===== config.mk =====
export PLATFORM = sky130hd
export DESIGN_NAME = sysreg_rdprio_trap_dec
export DESIGN_NICKNAME = d
export VERILOG_FILES = /design/src/rtl/rdprio_pkg.sv /design/src/rtl/rdprio_enc_match.sv /design/src/rtl/rdprio_level_chain.sv /design/src/rtl/rdprio_verdict_pack.sv /design/src/rtl/sysreg_rdprio_trap_dec.sv
export SDC_FILE = /design/constraint.sdc
export NUM_CORES = 1
export LEC_CHECK = 0
export ABC_AREA = 1
export BUFFER_PORTS_ARGS = -buffer_cell sky130_fd_sc_hd__buf_2
export CORE_AREA = 2 2 39 41
export DETAILED_ROUTE_END_ITERATION = 12
export DIE_AREA = 0 0 41 43
export GPL_TIMING_DRIVEN = 0
export PLACE_DENSITY_LB_ADDON = 0.25
export SYNTH_ARGS = -nofsm -noshare
export SYNTH_HDL_FRONTEND = slang
export SYNTH_HIERARCHICAL = 1
export SYNTH_SLANG_ARGS = --single-unit
export TNS_END_PERCENT = 100

===== constraint.sdc =====
create_clock -name vclk -period 2.5
set_input_delay 0.25 -clock vclk [all_inputs]
set_output_delay 0.25 -clock vclk [all_outputs]
set_load 0.05 [all_outputs]

===== src/rtl/rdprio_pkg.sv =====
package rdprio_pkg;

  typedef enum int unsigned {
    OC_UNDEF = 0,
    OC_TRAP1 = 1,
    OC_TRAP2 = 2,
    OC_TRAP3 = 3,
    OC_VIRT  = 4,
    OC_PHYS  = 5
  } outcome_idx_e;

  localparam int unsigned OC_N = 6;

  // Outcome positions that represent a trap and so carry a syndrome class.
  localparam logic [OC_N-1:0] OC_TRAP_MASK = 6'b001110;

endpackage


===== src/rtl/rdprio_enc_match.sv =====
module rdprio_enc_match #(
  parameter int unsigned OP0_W = 2,
  parameter int unsigned OP1_W = 3,
  parameter int unsigned CRN_W = 4,
  parameter int unsigned CRM_W = 4,
  parameter int unsigned OP2_W = 3,
  parameter logic [OP0_W-1:0] OP0_VAL = 2'b11,
  parameter logic [OP1_W-1:0] OP1_VAL = 3'b000,
  parameter logic [CRN_W-1:0] CRN_VAL = 4'b1100,
  parameter logic [CRM_W-1:0] CRM_VAL = 4'b1011,
  parameter logic [OP2_W-1:0] OP2_VAL = 3'b011
) (
  input  logic [OP0_W-1:0] op0,
  input  logic [OP1_W-1:0] op1,
  input  logic [CRN_W-1:0] crn,
  input  logic [CRM_W-1:0] crm,
  input  logic [OP2_W-1:0] op2,
  output logic             hit
);

  localparam int unsigned FIELDS = 5;

  logic [FIELDS-1:0] field_eq;

  always_comb begin
    field_eq[0] = (op0 == OP0_VAL);
    field_eq[1] = (op1 == OP1_VAL);
    field_eq[2] = (crn == CRN_VAL);
    field_eq[3] = (crm == CRM_VAL);
    field_eq[4] = (op2 == OP2_VAL);
  end

  assign hit = &field_eq;

endmodule


===== src/rtl/rdprio_level_chain.sv =====
module rdprio_level_chain
  import rdprio_pkg::*;
#(
  parameter int unsigned EL_W = 2
) (
  input  logic [EL_W-1:0] cur_el,
  input  logic            sysreg_en_el1,
  input  logic            sysreg_en_el2,
  input  logic            sysreg_en_el3,
  input  logic            el2_enabled,
  input  logic            el2_is64,
  input  logic            el3_present,
  input  logic            el3_is64,
  input  logic            hyp_trap_common,
  input  logic            hyp_fiq_route,
  input  logic            hyp_irq_route,
  input  logic            mon_irq_route,
  input  logic            mon_fiq_route,
  output logic [OC_N-1:0] verdict
);

  logic el2_live;
  logic mon_block;
  logic hyp_redirect;

  always_comb begin
    el2_live     = el2_enabled & el2_is64;
    mon_block    = el3_present & el3_is64 & mon_irq_route & mon_fiq_route;
    hyp_redirect = el2_live & (hyp_fiq_route | hyp_irq_route);
  end

  // Fixed-priority resolution per level; the first matching rule wins.
  always_comb begin
    verdict = '0;
    case (cur_el)
      EL_W'(0): verdict[OC_UNDEF] = 1'b1;
      EL_W'(1): begin
        if (!sysreg_en_el1)                verdict[OC_TRAP1] = 1'b1;
        else if (el2_live & hyp_trap_common) verdict[OC_TRAP2] = 1'b1;
        else if (hyp_redirect)             verdict[OC_VIRT]  = 1'b1;
        else if (mon_block)                verdict[OC_TRAP3] = 1'b1;
        else                               verdict[OC_PHYS]  = 1'b1;
      end
      EL_W'(2): begin
        if (!sysreg_en_el2)                verdict[OC_TRAP2] = 1'b1;
        else if (mon_block)                verdict[OC_TRAP3] = 1'b1;
        else                               verdict[OC_PHYS]  = 1'b1;
      end
      default: begin
        if (!sysreg_en_el3)                verdict[OC_TRAP3] = 1'b1;
        else                               verdict[OC_PHYS]  = 1'b1;
      end
    endcase
  end

endmodule


===== src/rtl/rdprio_verdict_pack.sv =====
module rdprio_verdict_pack
  import rdprio_pkg::*;
#(
  parameter int unsigned          CLASS_W   = 6,
  parameter logic [CLASS_W-1:0]   CLASS_VAL = 6'h18
) (
  input  logic               hit,
  input  logic [OC_N-1:0]    verdict,
  output logic [OC_N-1:0]    outcome,
  output logic               no_match,
  output logic [CLASS_W-1:0] trap_class
);

  logic [OC_N-1:0] trap_bits;

  for (genvar gi = 0; gi < OC_N; gi++) begin : g_gate
    assign outcome[gi] = hit & verdict[gi];
    if (OC_TRAP_MASK[gi]) begin : g_trap
      assign trap_bits[gi] = hit & verdict[gi];
    end else begin : g_plain
      assign trap_bits[gi] = 1'b0;
    end
  end

  assign no_match   = ~hit;
  assign trap_class = (|trap_bits) ? CLASS_VAL : '0;

endmodule


===== src/rtl/sysreg_rdprio_trap_dec.sv =====
module sysreg_rdprio_trap_dec
  import rdprio_pkg::*;
#(
  parameter int unsigned        OP0_W     = 2,
  parameter int unsigned        OP1_W     = 3,
  parameter int unsigned        CRN_W     = 4,
  parameter int unsigned        CRM_W     = 4,
  parameter int unsigned        OP2_W     = 3,
  parameter int unsigned        EL_W      = 2,
  parameter int unsigned        CLASS_W   = 6,
  parameter logic [CLASS_W-1:0] CLASS_VAL = 6'h18
) (
  input  logic [OP0_W-1:0]   enc_op0,
  input  logic [OP1_W-1:0]   enc_op1,
  input  logic [CRN_W-1:0]   enc_crn,
  input  logic [CRM_W-1:0]   enc_crm,
  input  logic [OP2_W-1:0]   enc_op2,
  input  logic [EL_W-1:0]    cur_el,
  input  logic               sysreg_en_el1,
  input  logic               sysreg_en_el2,
  input  logic               sysreg_en_el3,
  input  logic               el2_enabled,
  input  logic               el2_is64,
  input  logic               el3_present,
  input  logic               el3_is64,
  input  logic               hyp_trap_common,
  input  logic               hyp_fiq_route,
  input  logic               hyp_irq_route,
  input  logic               mon_irq_route,
  input  logic               mon_fiq_route,
  output logic [OC_N-1:0]    outcome,
  output logic               no_match,
  output logic [CLASS_W-1:0] trap_class
);

  logic            enc_hit;
  logic [OC_N-1:0] level_verdict;

  rdprio_enc_match #(
    .OP0_W(OP0_W), .OP1_W(OP1_W), .CRN_W(CRN_W), .CRM_W(CRM_W), .OP2_W(OP2_W)
  ) u_match (
    .op0(enc_op0), .op1(enc_op1), .crn(enc_crn), .crm(enc_crm), .op2(enc_op2),
    .hit(enc_hit)
  );

  rdprio_level_chain #(.EL_W(EL_W)) u_chain (
    .cur_el          (cur_el),
    .sysreg_en_el1   (sysreg_en_el1),
    .sysreg_en_el2   (sysreg_en_el2),
    .sysreg_en_el3   (sysreg_en_el3),
    .el2_enabled     (el2_enabled),
    .el2_is64        (el2_is64),
    .el3_present     (el3_present),
    .el3_is64        (el3_is64),
    .hyp_trap_common (hyp_trap_common),
    .hyp_fiq_route   (hyp_fiq_route),
    .hyp_irq_route   (hyp_irq_route),
    .mon_irq_route   (mon_irq_route),
    .mon_fiq_route   (mon_fiq_route),
    .verdict         (level_verdict)
  );

  rdprio_verdict_pack #(.CLASS_W(CLASS_W), .CLASS_VAL(CLASS_VAL)) u_pack (
    .hit        (enc_hit),
    .verdict    (level_verdict),
    .outcome    (outcome),
    .no_match   (no_match),
    .trap_class (trap_class)
  );

endmodule


==> summary.md, run 1 <==
| Metric | Value |
|---|---|
| Outcome | complete, no violations |
| Synthesized area per cell | 4.69 sq um |
| Total negative slack for setup checks | 0 ns |
| Port buffer count | 39 |
| Via density | 3.78 |
| Buffers inserted by post-CTS timing repair | 0 |
| Resized Gates After CTS | 0 |
| Post-synthesis instance area | 370 sq um |
| Total die area | between 1500 and 2000 sq um |
| Pre-antenna DRT Iters | 4 |
| Arrival @ worst endpoint | 1.57 ns |
| Number of synthesis warnings | 6 |
| Final hold violations | 0 |
| Net switching power of the design | 0.0357 mW |
| DRT Wirelength | 877 um |
| Vertical die dimension | ~43 um |
| CP peak stage delay | 0.24 ns |
| Cell family contributing the most delay on the critical path | buffers and inverters |
| Number of antenna violations at the first check in global routing | 0 |
| Crit path capture type | output port |
| Storage element area | 0 sq um |
| Growth of design area from synthesis to finish | 61.1% |
| Tot GR Track Use | 0.0849 |
| Worst setup SP type | input port |
| Setup repair after global routing missed its margin | false |
| Final nets | 157 |
| Class of the tightest hold or removal check | in2out |
| Area fraction of the dominant cell type after synthesis | 0.253 |
| Count of final setup violators | 0 |
| GRT overflow | 0 |
| Maximum VDD drop | 0.0374 mV |
| Effective utilization at floorplan | 0.268 |
| Net switching fraction of the power | 0.534 |
| Cell count after synthesis | slightly below 80 |
| Maximum capacitance violations | 0 |
| Cell types with the largest area share after synthesis | inv_1 25%, nand2_1 25%, ha_1 14% |
| Cell leakage power | roughly 0.48 nW |
| Largest area contributor in the synthesized netlist | inv_1 |
| Met1 GRT Util | 0.101 |
| Cell internal power dissipation | 0.0311 mW |
| WL per Instance | 6.40 um |
| Power per cell area | 112 nW/um^2 |
| Crit. path cell count | 13 |
| Overall die width | 41 um |
| Critical Path Slowest Stage Cell | buf_2 |
| Worst slack, placed | ~0.67 ns |
| Clk_buf instances | 0 |
| Part of the total power dissipated in combinational logic | 1.000 |
| Maximum fanout encountered on the critical timing path | 3 |
| Number of flip-flops and latches | 0 |
| Core Area | between 1000 and 1500 sq um |
| Number of DRC markers after the initial detailed-route iteration | 3 |
| Wire length of the first global-routing pass | 1.15 mm |
| Maximum number of pins on one net before global-route repair | 8 |
| Worst-path cell chain | buf_2 -> inv_1 -> ha_1 -> nand2_1 -> inv_1 -> nand3_1 -> nand3_1 -> nand2_1 -> inv_1 -> nand2_1 -> nand3_1 -> buf_4 -> buf_2 |
| Number of library cell types mapped by synthesis | 12 |
| Final min period | 1.82 ns |
| Dpl hpwl | 803 um |
| Share of the yosys chip area belonging to registers | 0 |
| Count of inserted antenna diode cells | 0 |
| Met2 Track Usage GR | 0.166 |
| Boundary pin count | 43 |
| Max Slew Vio Count | 0 |
| Kind of critical path | in2out |
| Hold buffers post-CTS | 0 |
| Routing layer with the top usage in global route | met2 |
| Minimum setup slack in the final design | 0.682 ns |
| Sequential Power Share | 0 |
| Maximum achievable frequency | 550 MHz |
| Total via count in the routed design | 518 |
| Data required time of the worst path | 2.25 ns |
| Share of final-layout standard cells stronger than drive strength 1 | 0.388 |
| Total buffers and inverters traversed by the critical path | 6 |
| Most numerous cell types in the synthesized netlist | 25 x inv_1, 25 x nand2_1, 8 x nor2_1 |
| Clock Power Share | 0 |
| Global placer's final weighted congestion | 0.672 |
| Portion of the clock cycle consumed by the worst path in the final layout | 0.727 |
| Number of antenna-violating nets in the routed design | 0 |
| Remaining routing DRC violations | 0 |
| Via count of the first global-routing pass | 351 |
| Worst hold stages | 5 |
| Met3 Use GR | 0 |
| Number of rows in the core area | 14 |
[layout make-up]
cell class	instances	area, sq um
buffer	5	37.5
fill	167	787
tap	16	20.0
multi-input combinational	51	246
timing repair buffer	39	195
inverter	26	97.6
[metal layers]
layer	vias to the layer above	wire length (um)
met1	192	396
met5	-	0
met4	0	0
li1	294	-
met2	32	334
met3	0	145
[metrics by stage]
| step | std cells | util | instance area [sq um] | hold WS [ns] | total power [mW] |
|---|---|---|---|---|---|
| after global routing | 137 | 0.431 | 597 | 0.961 | 0.0765 |
| after global placement | 137 | 0.431 | 597 | 0.933 | 0.0650 |
| after detailed placement | 137 | 0.431 | 597 | 0.934 | 0.0666 |
| after floorplan | 82 | - | 382 | 0.774 | 0.0397 |
| final | 137 | 0.431 | 597 | 0.936 | 0.0668 |
| after CTS | 137 | 0.431 | 597 | 0.934 | 0.0668 |
[logic make-up (layout without fill, tap and decap cells)]
logic type / Yosys count / in the layout / synth area share
other: 1 / 4 / 0.0101
and+or+nand+nor: 42 / 42 / 0.473
adders and majority gates: 4 / 4 / 0.135
buffers and inverters: 31 / 70 / 0.365
AOI/OAI and AO/OA: 1 / 1 / 0.0169
[cell usage in the layout (no fill, tap or decap)]
cell	Yosys	final
nor2_1	8	8
inv_1	25	25
nand3_1	6	6
buf_4	5	5
ha_1	4	4
or2_4	1	1
conb_1	1	4
o22ai_1	1	1
buf_2	0	39
nand2_2	1	1
nand2_1	25	25
inv_2	1	1
and2_1	1	1
[power by group through the flow]
stage,combinational (mW),sequential (mW),clock [mW]
2_1_floorplan,0.0397,0,0
3_3_place_gp,0.0650,0,0
3_5_place_dp,0.0666,0,0
4_1_cts,0.0668,0,0
5_1_grt,0.0765,0,0
6_report,0.0668,0,0
[path summary, 6_finish.rpt]
check                       end           from  slack (ns)
hold / removal       outcome[1]  sysreg_en_el1        0.94
setup / recovery  trap_class[4]      cur_el[1]        0.68
No activity file was read; power rests on OpenSTA's default activity.
==> inputs of run 2 (changes only) <==
==> constraint.sdc (replaced) <==
create_clock -name vclk -period 1.8
set_input_delay 0.18 -clock vclk [all_inputs]
set_output_delay 0.18 -clock vclk [all_outputs]
set_load 0.05 [all_outputs]
==> summary.md, run 2 (same netlist as run 1, synthesis figures left out) <==
| Metric | Value |
|---|---|
| Number of antenna violations at the first check in global routing | 0 |
| Number of antenna-violating nets in the routed design | 0 |
| Most frequent cells in the layout | 38 x buf_2, 25 x nand2_1, 25 x inv_1 |
| DRT Wirelength | roughly 900 um |
| CP peak stage delay | 0.18 ns |
| Crit path capture type | output port |
| Overall power | a little over 0.09 mW |
| Number of DRC markers after the initial detailed-route iteration | 3 |
| Tot GR Track Use | 0.0849 |
| Total die area | 1760 sq um |
| Power per cell area | roughly 150 nW/um^2 |
| Worst slack, placed | 0.112 ns |
| Arrival @ worst endpoint | 1.44 ns |
| Post-route standard cell area excluding fillers | 599 sq um |
| Portion of the clock cycle consumed by the worst path in the final layout | 0.903 |
| Maximum VDD drop | 0.0520 mV |
| Number of flip-flops and latches | 0 |
| Count of final setup violators | 0 |
| Share of final-layout standard cells stronger than drive strength 1 | 0.388 |
| Critical Path Slowest Stage Cell | buf_4 |
| Minimum setup slack in the final design | between 0.15 and 0.2 ns |
| Boundary pin count | between 40 and 50 |
| Port buffer count | 39 |
| Count of placed standard cells including taps | roughly 140 |
| Class of the tightest hold or removal check | in2out |
| Worst hold margin | between 0.7 and 0.8 ns |
| Maximum fanout encountered on the critical timing path | 3 |
| Global placer's final weighted congestion | about 0.67 |
| Worst-path cell chain | buf_2 -> inv_1 -> ha_1 -> nand2_1 -> inv_1 -> nand3_1 -> nand3_1 -> nand2_1 -> inv_1 -> nand2_1 -> nand3_1 -> buf_4 -> buf_4 |
| Max Slew Vio Count | 0 |
| Via count of the first global-routing pass | 351 |
| Remaining routing DRC violations | 0 |
| Cell family contributing the most delay on the critical path | buffers and inverters |
| Cell leakage power | 0.479 nW |
| Kind of critical path | in2out |
| Wire length of the first global-routing pass | 1.15 mm |
| Total via count in the routed design | ~520 |
| Storage element area | 0 sq um |
| Maximum achievable frequency | roughly 620 MHz |
| Count of inserted antenna diode cells | 0 |
| Vertical die dimension | between 40 and 50 um |
| Number of rows in the core area | 14 |
| Maximum number of pins on one net before global-route repair | 8 |
| WL per Instance | between 6 and 7 um |
| Non-filler instance count after layout | roughly 140 |
| Pre-antenna DRT Iters | 4 |
| Core Area | 1380 sq um |
| Buffers inserted by post-CTS timing repair | 0 |
| Total negative slack for setup checks | 0 ns |
| Outcome | complete, no violations |
| Area after detailed placement | ~600 sq um |
| Clk_buf instances | 0 |
| Overall die width | a little over 40 um |
| Most common library cell in the layout ignoring fill and taps | buf_2 |
| Maximum capacitance violations | 0 |
| Growth of design area from synthesis to finish | 61.8% |
| GRT overflow | 0 |
| Via density | between 3 and 4 |
| Worst setup SP type | input port |
| Data required time of the worst path | 1.62 ns |
| Dpl hpwl | roughly 800 um |
| Final core occ | 0.433 |
| Area of the multi-input gates | 246 sq um |
| Total buffers and inverters traversed by the critical path | 6 |
| Filler instances | around 170 |
| Final min period | 1.62 ns |
| Final hold violations | 0 |
| Effective utilization at floorplan | 0.268 |
| Final nets | about 160 |
[run 2: changes by cell type in the layout (fill, tap and decap cells not counted)]
cell / before / now
buf_4: 5 / 6
buf_2: 39 / 38
[run 2: final timing paths]
check,depth (start not counted),endpoint,startpoint
max,13,trap_class[4],cur_el[1]
min,5,outcome[1],sysreg_en_el1
[run 2: layer usage]
metal,part of all wire,wire length [um],GRT usage,vias up
met2,0.40,355,0.166,32
met4,0,0,0,0
li1,-,-,-,294
met3,0.16,144,0,0
met1,0.44,396,0.101,195
met5,0,0,0,-
[run 2: report_power, final]
group / internal, mW / switching, mW
clock network: 0 / 0
logic: 0.0432 / 0.0496
registers: 0 / 0
[run 2: timing repair]
item                       CTS  global route
hold buffers                 0             0
setup endpoints to repair    0             1
gates resized for setup      0             2
[run 2: area by class of cell]
type | count | area share
tap | 16 | 0.0334
inverter | 26 | 0.163
timing repair buffer | 39 | 0.330
multi-input combinational | 51 | 0.411
buffer | 5 | 0.0626
[run 2: worst min-delay path, stage by stage]
cell     delay [ns]
buf_2          0.09
nor2_1         0.05
nand2_1        0.06
inv_1          0.03
buf_2          0.20
==> inputs of run 3 (changes only) <==
--- a/config.mk
+++ b/config.mk
@@ -5,7 +5,6 @@
 export SDC_FILE = /design/constraint.sdc
 export NUM_CORES = 1
 export LEC_CHECK = 0
-export ABC_AREA = 1
 export BUFFER_PORTS_ARGS = -buffer_cell sky130_fd_sc_hd__buf_2
 export CORE_AREA = 2 2 39 41
 export DETAILED_ROUTE_END_ITERATION = 12
@@ -14,6 +13,5 @@
 export PLACE_DENSITY_LB_ADDON = 0.25
 export SYNTH_ARGS = -nofsm -noshare
 export SYNTH_HDL_FRONTEND = slang
-export SYNTH_HIERARCHICAL = 1
 export SYNTH_SLANG_ARGS = --single-unit
 export TNS_END_PERCENT = 100
==> summary.md, run 3 <==
| Metric | Value |
|---|---|
| Growth of design area from synthesis to finish | 86.8% |
| Remaining routing DRC violations | 0 |
| Area fraction of the dominant cell type after synthesis | 0.139 |
| Pre-antenna DRT Iters | 2 |
| Final hold violations | 0 |
| Clk_buf instances | 0 |
| Hold Path Sink | outcome[4] |
| Cell internal power dissipation | 0.0507 mW |
| Final min period | 1.76 ns |
| Sequential Power Share | 0 |
| Data required time of the worst path | 1.62 ns |
| Tot GR Track Use | 0.111 |
| Part of the total power dissipated in combinational logic | 1.000 |
| Max Slew Vio Count | 0 |
| Outcome | complete, no violations |
| Total via count in the routed design | 445 |
| Worst setup SP type | input port |
| DRT Wirelength | 1.01 mm |
| Count of final setup violators | 0 |
| Area after detailed placement | ~600 sq um |
| WL per Instance | 10.0 um |
| Boundary pin count | 43 |
| Share of final-layout standard cells stronger than drive strength 1 | 0.706 |
| Effective utilization at floorplan | 0.260 |
| Dpl hpwl | a little over 800 um |
| Number of flip-flops and latches | 0 |
| GRT overflow | 0 |
| Most frequent cells in the layout | 37 x buf_2, 7 x buf_4, 4 x conb_1 |
| Most common library cell in the layout ignoring fill and taps | buf_2 |
| Via density | 4.41 |
| Number of antenna-violating nets in the routed design | 0 |
| Number of library cell types mapped by synthesis | 27 |
| Maximum capacitance violations | 0 |
| Largest area contributor in the synthesized netlist | ha_1 |
| Leading cell type by number of instances after synthesis | buf_4 |
| Post-synthesis instance area | about 360 sq um |
| Wire length of the first global-routing pass | 1.45 mm |
| Origin of the worst min-delay path | hyp_trap_common |
| Power per cell area | between 150 and 200 nW/um^2 |
| Non-filler instance count after layout | 101 |
| Worst hold stages | 3 |
| Synthesized area per cell | between 8 and 9 sq um |
| Final nets | 121 |
| Port buffer count | 39 |
| Hold buffers post-CTS | 0 |
| Number of DRC markers after the initial detailed-route iteration | 7 |
| Core Area | 1380 sq um |
| Maximum VDD drop | 0.0778 mV |
| Total die area | 1760 sq um |
| Number of antenna violations at the first check in global routing | 0 |
| Net switching power of the design | 0.0608 mW |
| Maximum fanout encountered on the critical timing path | 3 |
| Maximum number of pins on one net before global-route repair | 9 |
| Via count of the first global-routing pass | 369 |
| Worst setup startpoint | cur_el[0] |
| Portion of the clock cycle consumed by the worst path in the final layout | 0.977 |
| Count of placed standard cells including taps | 99 |
| CP peak stage delay | approximately 0.37 ns |
| Cell count after synthesis | 41 |
| Crit path capture type | output port |
| Cell leakage power | 0.345 nW |
| Critical Path Slowest Stage Cell | mux2i_2 |
| Arrival @ worst endpoint | 1.58 ns |
| Area of the multi-input gates | between 300 and 400 sq um |
| Most numerous cell types in the synthesized netlist | 5 x buf_4, 4 x ha_1, 3 x inv_1, 3 x nor2_1 |
| Maximum achievable frequency | ~570 MHz |
| Storage element area | 0 sq um |
| Kind of critical path | in2out |
| Filler instances | 155 |
| Clock Power Share | 0 |
| Count of inserted antenna diode cells | 0 |
| Global placer's final weighted congestion | 0.747 |
| Vertical die dimension | 43 um |
| Worst-path cell chain | buf_2 -> ha_1 -> mux2i_2 -> o41ai_4 -> a31oi_2 -> buf_4 -> buf_6 |
| Number of synthesis warnings | 0 |
| Cell types with the largest area share after synthesis | ha_1 14%, nor4_4 12%, buf_4 10% |
| Number of rows in the core area | 14 |
| Class of the tightest hold or removal check | in2out |
| Post-route standard cell area excluding fillers | a little under 700 sq um |
| Share of the yosys chip area belonging to registers | 0 |
| Overall die width | around 40 um |
| Net switching fraction of the power | 0.545 |
## run 3: cell count changes after synthesis, moves of 2 or more
cell	delta
a31oi_1	+2
nor4_4	+2
inv_1	-22
nand2_1	-24
nand3_1	-6
nor2_1	-5
## run 3: timing repair
| item | in CTS | in global routing |
|---|---|---|
| setup endpoints to repair | 2 | 3 |
| setup buffers | 1 | 1 |
| resized for setup | 3 | 9 |
| pin swaps | 2 | 3 |
## run 3: stage by stage
step | power, mW | util | TNS, ns | hold WS, ns | setup slack, ns
2_1_floorplan | 0.0528 | - | -0.184 | 0.427 | -0.184
3_3_place_gp | 0.0957 | 0.432 | -0.296 | 0.726 | -0.204
3_5_place_dp | 0.0972 | 0.432 | -0.324 | 0.733 | -0.218
4_1_cts | 0.101 | 0.449 | 0 | 0.735 | 0.0257
5_1_grt | 0.122 | 0.486 | -0.0661 | 0.777 | -0.0431
6_report | 0.112 | 0.486 | 0 | 0.759 | 0.0415
## run 3: cell type report
cell class	instances	share of cell area
multi-input cells	36	0.572
well taps	16	0.0297
repair buffers	41	0.325
inverters	3	0.0167
plain buffers	5	0.0558
## run 3: logic make-up (layout without fill, tap and decap cells)
family | count (synthesis) | count (layout) | synth area share
buffers and inverters | 8 | 49 | 0.135
and+or+nand+nor | 20 | 20 | 0.556
muxes | 1 | 1 | 0.0278
adders and majority gates | 4 | 4 | 0.139
AOI/OAI and AO/OA | 7 | 7 | 0.132
other | 1 | 4 | 0.0104
## run 3: worst max-delay path, delay by kind of cell
family | cells | cell delay, ns
buffers and inverters | 3 | 0.40
AO/OA/AOI/OAI | 2 | 0.33
multiplexers | 1 | 0.37
adder cells (fa/ha/maj) | 1 | 0.29
## run 3: per-layer routing
metal  GRT usage  up-vias  part of all wire
li1            -      233                 -
met1       0.146      197              0.33
met2       0.203       15              0.60
met3           0        0             0.065
met4           0        0                 0
met5           0        -                 0
## run 3: worst max path at each step
stage | endpoint | slack [ns]
floorplan | trap_class[4] | -0.18
global placement | trap_class[4] | -0.20
detailed placement | trap_class[4] | -0.22
CTS | trap_class[4] | 0.03
global route | trap_class[4] | -0.04
finish | trap_class[4] | 0.04
## run 3: power groups by stage
stage                     Sequential (mW)  Combinational [mW]  Clock (mW)
after floorplan                         0              0.0528           0
after global placement                  0              0.0957           0
final                                   0               0.112           0
after global routing                    0               0.122           0
after CTS                               0               0.101           0
after detailed placement                0              0.0972           0
